[src/rtl/ldx_pkg.sv]
package ldx_pkg;
    localparam int INSTR_W = 16;
    localparam int DATA_W  = 8;
    localparam int ADDR_W  = 16;
    localparam int REG_W   = 5;
    localparam int STEP_W  = 2;

    typedef enum logic [1:0] {
        K_NONE,
        K_LDI,
        K_LDS_SHORT,
        K_LDS_LONG
    } op_kind_t;

    typedef enum logic [1:0] {
        ST_IDLE,
        ST_FETCH2,
        ST_STALL,
        ST_WB
    } state_t;
endpackage

[src/rtl/ldx_decode.sv]
module ldx_decode
    import ldx_pkg::*;
#(
    parameter bit SHORT_EN = 1'b1
) (
    input  logic [INSTR_W-1:0] word,
    output op_kind_t           kind,
    output logic [REG_W-1:0]   dest,
    output logic [DATA_W-1:0]  imm,
    output logic [ADDR_W-1:0]  saddr
);
    logic is_ldi;
    logic is_short;
    logic is_long;

    assign is_ldi   = (word[15:12] == 4'b1110);
    assign is_short = SHORT_EN && (word[15:11] == 5'b10100);
    assign is_long  = (word[15:9] == 7'b1001000) && (word[3:0] == 4'b0000);

    assign imm   = {word[11:8], word[3:0]};
    assign saddr = {{(ADDR_W-8){1'b0}}, ~word[8], word[8], word[10], word[9], word[3:0]};

    always_comb begin
        kind = K_NONE;
        dest = {1'b1, word[7:4]};
        if (is_ldi) begin
            kind = K_LDI;
        end else if (is_short) begin
            kind = K_LDS_SHORT;
        end else if (is_long) begin
            kind = K_LDS_LONG;
            dest = word[8:4];
        end
    end
endmodule

[src/rtl/ldx_sram_range.sv]
module ldx_sram_range
    import ldx_pkg::*;
#(
    parameter logic [ADDR_W-1:0] LO = 16'h0100,
    parameter logic [ADDR_W-1:0] HI = 16'hFFFF
) (
    input  logic [ADDR_W-1:0] addr,
    output logic              hit
);
    assign hit = (addr >= LO) && (addr <= HI);
endmodule

[src/rtl/ldx_exec.sv]
module ldx_exec
    import ldx_pkg::*;
#(
    parameter bit                SHORT_LDS_EN = 1'b1,
    parameter bit                SRAM_EXTRA   = 1'b0,
    parameter logic [ADDR_W-1:0] SRAM_LO      = 16'h0100,
    parameter logic [ADDR_W-1:0] SRAM_HI      = 16'hFFFF
) (
    input  logic               clk,
    input  logic               rst_n,
    input  logic               iw_valid,
    input  logic [INSTR_W-1:0] iw_data,
    output logic               iw_take,
    output logic               ext_req,
    output logic               dm_re,
    output logic [ADDR_W-1:0]  dm_addr,
    input  logic [DATA_W-1:0]  dm_rdata,
    output logic               rf_we,
    output logic [REG_W-1:0]   rf_addr,
    output logic [DATA_W-1:0]  rf_wdata,
    output logic               done,
    output logic [STEP_W-1:0]  pc_step,
    output logic [STEP_W-1:0]  cyc_cnt,
    output logic               illegal
);
    state_t              state_q, state_d;
    logic [REG_W-1:0]    dest_q, dest_d;
    logic [ADDR_W-1:0]   addr_q, addr_d;
    logic [STEP_W-1:0]   pc_q, pc_d;
    logic [STEP_W-1:0]   cyc_q, cyc_d;

    op_kind_t            dec_kind;
    logic [REG_W-1:0]    dec_dest;
    logic [DATA_W-1:0]   dec_imm;
    logic [ADDR_W-1:0]   dec_saddr;
    logic                sram_hit;

    ldx_decode #(.SHORT_EN(SHORT_LDS_EN)) u_decode (
        .word  (iw_data),
        .kind  (dec_kind),
        .dest  (dec_dest),
        .imm   (dec_imm),
        .saddr (dec_saddr)
    );

    generate
        if (SRAM_EXTRA) begin : g_extra
            ldx_sram_range #(.LO(SRAM_LO), .HI(SRAM_HI)) u_range (
                .addr (iw_data),
                .hit  (sram_hit)
            );
        end else begin : g_plain
            assign sram_hit = 1'b0;
        end
    endgenerate

    // State register and captured operands
    always_ff @(posedge clk or negedge rst_n) begin
        if (!rst_n) begin
            state_q <= ST_IDLE;
            dest_q  <= '0;
            addr_q  <= '0;
            pc_q    <= '0;
            cyc_q   <= '0;
        end else begin
            state_q <= state_d;
            dest_q  <= dest_d;
            addr_q  <= addr_d;
            pc_q    <= pc_d;
            cyc_q   <= cyc_d;
        end
    end

    // Next state and outputs
    always_comb begin
        state_d  = state_q;
        dest_d   = dest_q;
        addr_d   = addr_q;
        pc_d     = pc_q;
        cyc_d    = cyc_q;
        iw_take  = 1'b0;
        ext_req  = 1'b0;
        dm_re    = 1'b0;
        dm_addr  = '0;
        rf_we    = 1'b0;
        rf_addr  = '0;
        rf_wdata = '0;
        done     = 1'b0;
        pc_step  = '0;
        cyc_cnt  = '0;
        illegal  = 1'b0;
        unique case (state_q)
            ST_IDLE: begin
                iw_take = 1'b1;
                if (iw_valid) begin
                    unique case (dec_kind)
                        K_LDI: begin
                            rf_we    = 1'b1;
                            rf_addr  = dec_dest;
                            rf_wdata = dec_imm;
                            done     = 1'b1;
                            pc_step  = 2'd1;
                            cyc_cnt  = 2'd1;
                        end
                        K_LDS_SHORT: begin
                            dm_re   = 1'b1;
                            dm_addr = dec_saddr;
                            dest_d  = dec_dest;
                            pc_d    = 2'd1;
                            cyc_d   = 2'd1;
                            state_d = ST_WB;
                        end
                        K_LDS_LONG: begin
                            dest_d  = dec_dest;
                            pc_d    = 2'd2;
                            state_d = ST_FETCH2;
                        end
                        default: begin
                            illegal = 1'b1;
                        end
                    endcase
                end
            end
            ST_FETCH2: begin
                iw_take = 1'b1;
                ext_req = 1'b1;
                if (iw_valid) begin
                    addr_d = iw_data;
                    if (sram_hit) begin
                        cyc_d   = 2'd3;
                        state_d = ST_STALL;
                    end else begin
                        dm_re   = 1'b1;
                        dm_addr = iw_data;
                        cyc_d   = 2'd2;
                        state_d = ST_WB;
                    end
                end
            end
            ST_STALL: begin
                dm_re   = 1'b1;
                dm_addr = addr_q;
                state_d = ST_WB;
            end
            ST_WB: begin
                rf_we    = 1'b1;
                rf_addr  = dest_q;
                rf_wdata = dm_rdata;
                done     = 1'b1;
                pc_step  = pc_q;
                cyc_cnt  = cyc_q;
                state_d  = ST_IDLE;
            end
            default: state_d = ST_IDLE;
        endcase
    end

    AST_LDI_UPPER_REG: assert property (@(posedge clk) disable iff (!rst_n)
        (rf_we && state_q == ST_IDLE) |-> (rf_addr[4] && pc_step == 2'd1));
    AST_SHORT_WINDOW: assert property (@(posedge clk) disable iff (!rst_n)
        (dm_re && state_q == ST_IDLE) |-> (dm_addr >= 16'h0040 && dm_addr <= 16'h00BF));
    AST_WB_AFTER_READ: assert property (@(posedge clk) disable iff (!rst_n)
        (state_q == ST_WB) |-> $past(dm_re));
    AST_REQ_QUIET: assert property (@(posedge clk) disable iff (!rst_n)
        ext_req |-> (!rf_we && !done && !illegal));
    AST_STALL_COUNT: assert property (@(posedge clk) disable iff (!rst_n)
        (state_q == ST_STALL) |=> (done && cyc_cnt == 2'd3));
    AST_ILLEGAL_SILENT: assert property (@(posedge clk) disable iff (!rst_n)
        illegal |-> (!rf_we && !dm_re && $onehot0({done, illegal})));
endmodule

[config.mk]
export PLATFORM = sky130hd
export DESIGN_NAME = ldx_exec
export DESIGN_NICKNAME = d
export VERILOG_FILES = /design/src/rtl/ldx_pkg.sv /design/src/rtl/ldx_decode.sv /design/src/rtl/ldx_sram_range.sv /design/src/rtl/ldx_exec.sv
export SDC_FILE = /design/constraint.sdc
export NUM_CORES = 1
export LEC_CHECK = 0
export BUFFER_PORTS_ARGS = -buffer_cell sky130_fd_sc_hd__buf_4
export CAP_MARGIN = 40
export CELL_PAD_IN_SITES_DETAIL_PLACEMENT = 1
export CELL_PAD_IN_SITES_GLOBAL_PLACEMENT = 1
export CORE_MARGIN = 4
export CORE_UTILIZATION = 30
export DETAILED_ROUTE_END_ITERATION = 16
export PLACE_DENSITY_LB_ADDON = 0.1
export SKIP_LAST_GASP = 1
export SYNTH_ARGS = -nofsm -noshare
export SYNTH_HDL_FRONTEND = slang
export SYNTH_SLANG_ARGS = --single-unit
[constraint.sdc]
create_clock -name clk -period 2.6 [get_ports clk]
set_input_delay 0.52 -clock clk [delete_from_list [all_inputs] [get_ports clk]]
set_output_delay 0.52 -clock clk [all_outputs]
set_load 0.03 [all_outputs]
Word-level counts from Yosys, hierarchy flattened. Cells that the tools add are included.

Bits in latches: 0. Bits in writable memories: 0. Register bits: 27. Memories kept: 0. Memory bits (read-only): 0. Bits of input ports: 27.

Multipliers: 0. Eq/ne operators: 13. Reduce and logical (&&, ||, !) cells: 13. Muxes and demuxes: 41. $add $sub $neg: 0. Divide/modulo/power cells: 0. Shift-type cells: 0. Magnitude comparators: 0. Bitwise gates (word level): 1.

Operators with widths (number): one-hot mux 16 bit (3 select lines) (1); two-way mux 8 bit (4); two-way mux 5 bit (5); one-hot mux 2 bit (2 select lines) (5); two-way mux 16 bit (1); two-way mux 2 bit (8); one-hot mux 8 bit (2 select lines) (1); two-way mux 1 bit (12); one-hot mux 5 bit (2 select lines) (1); AND reduction 3 bit (3); equality test 2 bit (second input constant) (4); one-hot mux 2 bit (4 select lines) (1); equality test 7 bit (second input constant) (1); equality test 5 bit (second input constant) (1); equality test 2 x 1 -> 1 bit (second input constant) (2); equality test 4 bit (second input constant) (1); zero test 4 bit (1); != test 2 bit (second input constant) (2); AND reduction 4 bit (1); nonzero test 2 bit (2); OR reduction 2 bit (2); != test 3 x 1 -> 1 bit (second input constant) (1); one-hot mux 1 bit (3 select lines) (1); OR reduction 3 bit (1); 6 further kinds (6).

Depth between registers and ports, before layout. Gate-level depths: netlist of run 1.

Depth in word-level cells: 10. Gate-level depth with buffers: 9. Gate-level depth less buffers: 6.

Modules after synthesis. From an unflattened synthesis of run 1, not the netlist that was laid out.

Cell total of the unflattened synthesis: 191. Area, all modules: 1998.2 µm².

By module, submodules not included: ldx_exec (cells each 152, area each 1715.4 µm², times used 1); ldx_decode (cells each 39, area each 282.8 µm², times used 1).

Worst setup path after synthesis of run 1. No wires, ideal clock.

Path type: register to output. Start: reg state_q[0]. End: out rf_we. Cell stages (with the launch flop): 10. Arrival: 2.311 ns. Setup slack: -0.231 ns. Cells stage by stage: dfrtp_1 -> inv_1 -> ha_1 -> clkbuf_1 -> nand4b_1 -> nor2_1 -> buf_2 -> nor2_1 -> nor2_1 -> buf_4.

Cells in the longest elaborated chain, start to end: 2. Elaborated cells between the ends (all ways): 3. Those cells by class: eq/ne: 1; mux: 1; reduce/logical: 1.

Ends and longest elaborated chain: start, declared (line ldx_exec.sv:26) `state_t state_q, state_d;`; start signal, assigned (line ldx_exec.sv:66) `state_q <= state_d;`; equality test 2 bit / zero test 2 bit (equally long branches); one-hot mux 1 bit (2 select lines) (*); end, declared (line ldx_exec.sv:18) `output logic rf_we,`.

Every way passes the cells marked *; elsewhere a longest branch is shown, timed or not.

Final worst setup path of run 1.
Start: reg state_q[1]. End: out dm_addr[7].

Cells in the longest elaborated chain, start to end: 2. Elaborated cells between the ends (all ways): 4. Those cells by class: eq/ne: 2; mux: 1; reduce/logical: 1.

Ends and longest elaborated chain: equality test 2 bit, or another cell as far along (line ldx_exec.sv:92) `unique case (state_q)`; one-hot mux 16 bit (3 select lines) (*) (line ldx_exec.sv:92); end, declared (line ldx_exec.sv:16) `output logic [ADDR_W-1:0] dm_addr,`.

Marks and branches as above.

==> run_results.csv, run 1 <==
group,metric,value,unit
outcome,status,"finished, final reports clean",
setup_path,worst-path-buf-inv,3,
setup_path,r2r_slack,740,ps
drt,firstDrtPassIters,4,
synthesis,syn-cell-area,0.00165,mm2
drt,detail_route.wl_per_cell,16.9,um
grt,grt_pass1_vias,1841,
drt,drt-total-wl,5980,um
grt,grt_overflow,0,
die,initial_core_util,31.7,%
drt,first_iter_violations,100,
synthesis,synth_most_common_cell,"nand2_1",
pwr,p_per_area,1190,mW/mm2
grt,grt_pass1_wl,9580,um
synthesis,ys_warn_count,0,
setup_path,cp-end-kind,"output pin",
run,maxCapViolations,0,
pwr,peakVddDrop,0.000687,V
setup_path,reg2reg_from,"state_q[1]$_DFFE_PN0P_",
place,hpwl,4460,um
clock_tree,clk_pin_slew,100,ps
synthesis,async_flop_share,100,%
drt,vias,1797,
synthesis,ys.flop_type,"dfrtp_1",
synthesis,syn_area_per_cell,7.82,um2
grt,grt_use_total,18.7,%
drt,viasPerCell,5.09,
grt,grt_max_degree,28,
sta,slew_headroom,74.4,%
setup_path,cp-start-kind,"flip-flop",
sta,tightest_slew,385,ps
clock_tree,htreeDepth,1,
setup_path,arrival,2070,ps
die,die_x,82.1,um
synthesis,synthTopCellsByArea,"dfrtp_1 41%, nand2_1 14%, a22oi_1 7.3%, nor2_1 6.8%, ha_1 4.6%",
final_layout,fin_area,0.00238,mm2
synthesis,syn-num-nets,244,
grt,antenna_found_initial,0,
final_layout,layout-drive-gt1-share,34.6,%
place,io_buffers,65,
synthesis,synth_enable_flop_cells,0,
worst_hold_path,hold_path.class,"input port to asynchronous set/reset pin",
final_layout,diodes,0,
sta,final_max_slew_viol_count,0,
clock_tree,numClockSinks,27,
synthesis,synth_common_cells,"63 x nand2_1, 30 x nor2_1, 27 x dfrtp_1",
setup_path,crit_required,2080,ps
sta,period_share,99.7,%
sta,skew,4.24,ps
setup_path,path_cells,"inv_2, ha_4, nand4b_1, buf_4, or3_1, a31oi_1, buf_4",
clock_tree,cts_tree,"done",
setup_path,criticalPathCategory,"flip-flop to output pin",
sta,rsz0062_at_grt,"true",
sta,finalSetupTns,0,ps
sta,setup_viol,0,
final_layout,syn2layout_area_growth,44.1,%
place,gp_congestion,0.763,
drt,ant_nets,0,
final_layout,nNetsFinal,317,
clock_tree,postCtsHoldBufs,0,
synthesis,yosysSeqAreaShare,41.0,%
setup_path,slowest_stage,"dfrtp_1",
die,core_area,0.00520,mm2
pwr,p_leak,1.19,nW
setup_path,crit_family,"simple AND/OR/NAND/NOR gates",
clock_tree,clkLatencyLatePin,280,ps
clock_tree,clock-root-buffer,"clkbuf_8",
place,place_ws,247,ps
sta,fin_ws,6.81,ps
synthesis,yosysUniqueCellTypes,32,
die,dieArea,0.00675,mm2
sta,hold_viol,0,
sta,fmax,386,MHz
die,ios,66,
setup_path,worstRegToRegCells,6,
synthesis,yosysTopAreaCell,"dfrtp_1",
synthesis,netlist_instances,211,
sta,whs,144,ps
setup_path,r2r_end,"dest_q[3]$_DFFE_PN0P_",
setup_path,cp_slowest_stage_delay,420,ps
setup_path,crit_top_cell,"buf_4",
die,die_height,82.1,um
synthesis,synth_top_area_share,41.0,%
synthesis,ys_ff_latch,27,
drt,drc,0,
place,post_dp_cell_area,0.00225,mm2
sta,period_needed,2590,ps
die,rows,26,
setup_path,path_max_fanout,4,
clock_tree,numCtsBuffers,3,
clock_tree,cts.path.max_buffers,2,
==> kinds of logic (layout without fill, tap and decap cells) <==
kind of cell | Yosys count | after routing | share of synthesized area, %
AO/OA/AOI/OAI | 45 | 45 | 18.6
multiplexers | 6 | 6 | 3.95
flip-flops | 27 | 27 | 41.0
buffers and inverters | 20 | 92 | 4.93
AND/OR/NAND/NOR | 107 | 107 | 27.0
adder cells (fa/ha/maj) | 6 | 6 | 4.55
==> through the flow <==
stage	std cells	power [mW]	utilization, %
finish	353	2.83	45.6
CTS	346	2.78	44.3
global placement	342	2.49	43.3
detailed placement	342	2.53	43.3
floorplan	211	1.84	-
global route	353	3.05	45.6
==> flip-flops by register name, indices dropped and copies added (netlist names) <==
signal and cells:
dest_q 5, state_q 2, addr_q 16, pc_q 2, cyc_q 2
==> report_power, final <==
| group | internal [mW] | switching, mW |
|---|---|---|
| sequential | 0.589 | 0.0961 |
| combinational | 0.715 | 1.18 |
| clock | 0.110 | 0.137 |
==> layer usage <==
metal	global-route usage [%]	vias up	routed length, um
li1	-	859	-
met1	25.0	885	2760
met5	0	-	0
met2	31.5	48	2850
met4	3.99	0	51
met3	3.36	5	320
==> placed cells by master, fill, tap and decap left out, drive strengths merged <==
master   n
or3      1
nor4b    1
buf     82
inv      5
and2     3
mux2i    2
nor2    30
nor4     1
ha       6
nand2b   2
dfrtp   27
nand2   63
a22o     2
nand3    1
clkbuf   5
or2      1
nor3b    1
nand4b   1
mux2     4
a21oi   13
a31o     1
o32a     1
a22oi   16
a31oi    2
o21ai    4
o22ai    3
or3b     1
a222oi   3
or4      1
==> final cells by class <==
class                      count  area [um2]
clock buffer                   4        45.0
fill                         653        2830
inverter                       5        18.8
multi-input combinational    164         922
sequential                    27         676
tap                           70        87.6
timing repair buffer          83         627
==> worst max-delay path by stage <==
stage / startpoint / to / slack [ps] / cells after the start
after floorplan: state_q[0]$_DFFE_PN0P_ / rf_wdata[1] / 30 / 8
after global placement: iw_data[14] / dm_addr[3] / 240 / 7
after detailed placement: iw_data[14] / dm_addr[1] / 250 / 7
after CTS: state_q[1]$_DFFE_PN0P_ / rf_wdata[0] / 3 / 8
after global routing: state_q[0]$_DFFE_PN0P_ / dm_addr[7] / -90 / 7
final: state_q[1]$_DFFE_PN0P_ / dm_addr[7] / 7 / 7
==> what timing repair did <==
item / in CTS / in global routing
endpoints found under the setup margin: 7 / 32
gates resized for setup: 2 / 7
pin swaps: 0 / 3
buffers inserted: 0 / 6
gates cloned: 0 / 1
hold endpoints to repair: 0 / 0
Power figures use the tool's default switching activity.
==> inputs of run 2 (changes only) <==
SYNTH_HIERARCHICAL = 1   (was not set)
==> run 2 against run 1 <==
Wire length rose by 0.70%. Synthesized area rose by 21%. Clock power rose by 2%. Combinational power rose by 7%. Worst setup slack improved by 1.5 ps. Fmax barely moved. Sequential power barely moved. Power rose by 5.0%. Flip-flop and latch count did not move. Cell area rose by 18%. Synthesized cell count fell by 9.5%. Core utilization fell by 1.9 points. Largest power group unchanged.
==> run_results.csv, run 2 <==
group,metric,value,unit
final_layout,layout-drive-gt1-share,55.4,%
die,ios,66,
pwr,p_per_area,1060,mW/mm2
sta,period_share,99.7,%
synthesis,ys_ff_latch,27,
synthesis,synth_common_cells,"31 x buf_4, 27 x dfrtp_1, 21 x mux2_2",
final_layout,syn2layout_area_growth,40.8,%
drt,first_iter_violations,44,
synthesis,yosysSeqAreaShare,33.8,%
place,placed_cells,325,
final_layout,largest_register,"addr_q",
setup_path,cp-start-kind,"input port",
setup_path,cp-end-kind,"output pin",
final_layout,largest_reg_flops,16,
grt,grt_pass1_wl,9200,um
grt,grt.met3_usage,2.92,%
drt,ant_nets,0,
pwr,p_leak,1.35,nW
setup_path,criticalPathCategory,"input port to output pin",
clock_tree,clock-root-buffer,"clkbuf_8",
final_layout,reg.largest.list,"addr_q (16), dest_q (5)",
sta,fmax,386,MHz
die,rows,29,
clock_tree,numClockSinks,27,
drt,firstDrtPassIters,4,
die,dieArea,0.00803,mm2
grt,grtUsageMet2,25.9,%
synthesis,syn_area_per_cell,10.5,um2
setup_path,cp-startpoint,"iw_data[3]",
clock_tree,clkLatencyLatePin,280,ps
sta,period_needed,2590,ps
sta,rsz0062_at_grt,"true",
worst_hold_path,hold_path.class,"input port to asynchronous set/reset pin",
clock_tree,numCtsBuffers,3,
place,hpwl,4490,um
final_layout,diodes,0,
synthesis,async_flop_share,100,%
synthesis,synth_enable_flop_cells,0,
synthesis,yosysTopAreaCell,"dfrtp_1",
drt,drc,0,
final_layout,final_cells,335,
clock_tree,cts_tree,"done",
final_layout,final_cell_mix,"64 x buf_4, 31 x buf_6, 27 x dfrtp_1",
clock_tree,htreeDepth,1,
die,die_x,89.6,um
place,gp_congestion,0.720,
setup_path,path_max_fanout,3,
die,core_area,0.00642,mm2
final_layout,fill_cells,733,
grt,grt_use_total,15.0,%
sta,final_max_slew_viol_count,0,
drt,vias,1665,
sta,hold_viol,0,
clock_tree,clk_pin_slew,100,ps
clock_tree,postCtsHoldBufs,0,
outcome,status,"finished, final reports clean",
setup_path,reg2reg_from,"state_q[1]$_DFFE_PN0P_",
setup_path,crit_required,2080,ps
sta,skew,10.4,ps
pwr,peakVddDrop,0.000301,V
final_layout,mostFrequentLayoutCell,"buf_4",
die,initial_core_util,31.1,%
grt,grt_pass1_vias,1728,
sta,setup_viol,0,
final_layout,multiInputGateArea,0.00112,mm2
place,io_buffers,65,
synthesis,netlist_instances,191,
synthesis,ys_warn_count,6,
final_layout,seq_area,676,um2
drt,drt-total-wl,6020,um
synthesis,synth_most_common_cell,"buf_4",
synthesis,yosysUniqueCellTypes,37,
grt,grt_max_degree,28,
synthesis,syn-cell-area,0.00200,mm2
final_layout,nNetsFinal,291,
grt,antenna_found_initial,0,
grt,globalRouteMet1Util,19.7,%
pwr,power.total,2.97,mW
die,die_height,89.6,um
grt,grt.busiest_layer,"met2",
grt,grt_overflow,0,
clock_tree,cts.path.max_buffers,2,
synthesis,ys.flop_type,"dfrtp_1",
setup_path,arrival,2070,ps
drt,viasPerCell,4.97,
synthesis,synth_top_area_share,33.8,%
run,maxCapViolations,0,
drt,detail_route.wl_per_cell,18.0,um
synthesis,synthTopCellsByArea,"dfrtp_1 34%, mux2_2 12%, buf_4 12%, o2bb2ai_1 7.0%, a22o_1 6.1%",
-- run 2: what timing repair did --
item | 4_1_cts | 5_1_grt
pin swaps | 3 | 10
resized for setup | 18 | 33
setup buffers | 3 | 3
setup endpoints to repair | 24 | 26
-- run 2: layout make-up --
cell class	count	share of cell area, %
inverter	7	0.934
multi-input combinational	124	40.0
tap	77	3.43
clock buffer	4	1.60
timing repair buffer	96	30.0
sequential	27	24.0
-- run 2: worst paths after layout --
check | slack (ps) | cells after the start | end
worst max-delay path | 8 | 9 | done
min in group clk | 480 | 2 | pc_q[0]$_DFFE_PN0P_
max in group asynchronous | 2180 | 1 | addr_q[5]$_DFFE_PN0P_
worst min register to register | 480 | 2 | pc_q[0]$_DFFE_PN0P_
worst min-delay path | 140 | 1 | addr_q[8]$_DFFE_PN0P_
worst max register to register | 910 | 4 | dest_q[4]$_DFFE_PN0P_
-- run 2: per-stage QoR --
step	util, %	cell area [um2]	TNS [ps]	worst slack (ps)	hold slack, ps
finish	43.8	2810	0	8.32	143
global route	43.8	2810	-1210	-107	169
CTS	41.1	2640	0	1.17	159
detailed placement	38.9	2500	-2150	-142	465
global placement	38.8	2490	-950	-83.2	464
floorplan	-	2030	0	105	224
-- run 2: power breakdown --
part / switching (mW) / internal [mW] / total (mW)
sequential: 0.0910 / 0.595 / 0.686
clock: 0.141 / 0.110 / 0.251
combinational: 1.17 / 0.861 / 2.03
-- run 2: kinds of logic after synthesis --
kind of cell | count (synthesis) | synth area share [%]
other | 1 | 0.188
buffers and inverters | 47 | 16.6
adders and majority gates | 5 | 3.13
muxes | 23 | 12.8
and+or+nand+nor | 28 | 10.1
DFF | 27 | 33.8
AOI/OAI and AO/OA | 60 | 23.3
-- run 2: worst max-delay path: stages --
cell and delay (ps):
buf_6 100, nor4b_4 260, nand4_1 240, o21ai_2 190, nand4b_4 150, buf_4 160
buf_4 140, a21oi_4 150, buf_6 150
-- run 2: metal layers --
metal / part of all wire [%] / vias to the layer above / wire, um
met5: 0 / - / 0
met4: 0.95 / 0 / 57
met3: 4.5 / 5 / 274
met2: 50 / 48 / 2990
met1: 45 / 807 / 2700
li1: - / 805 / -
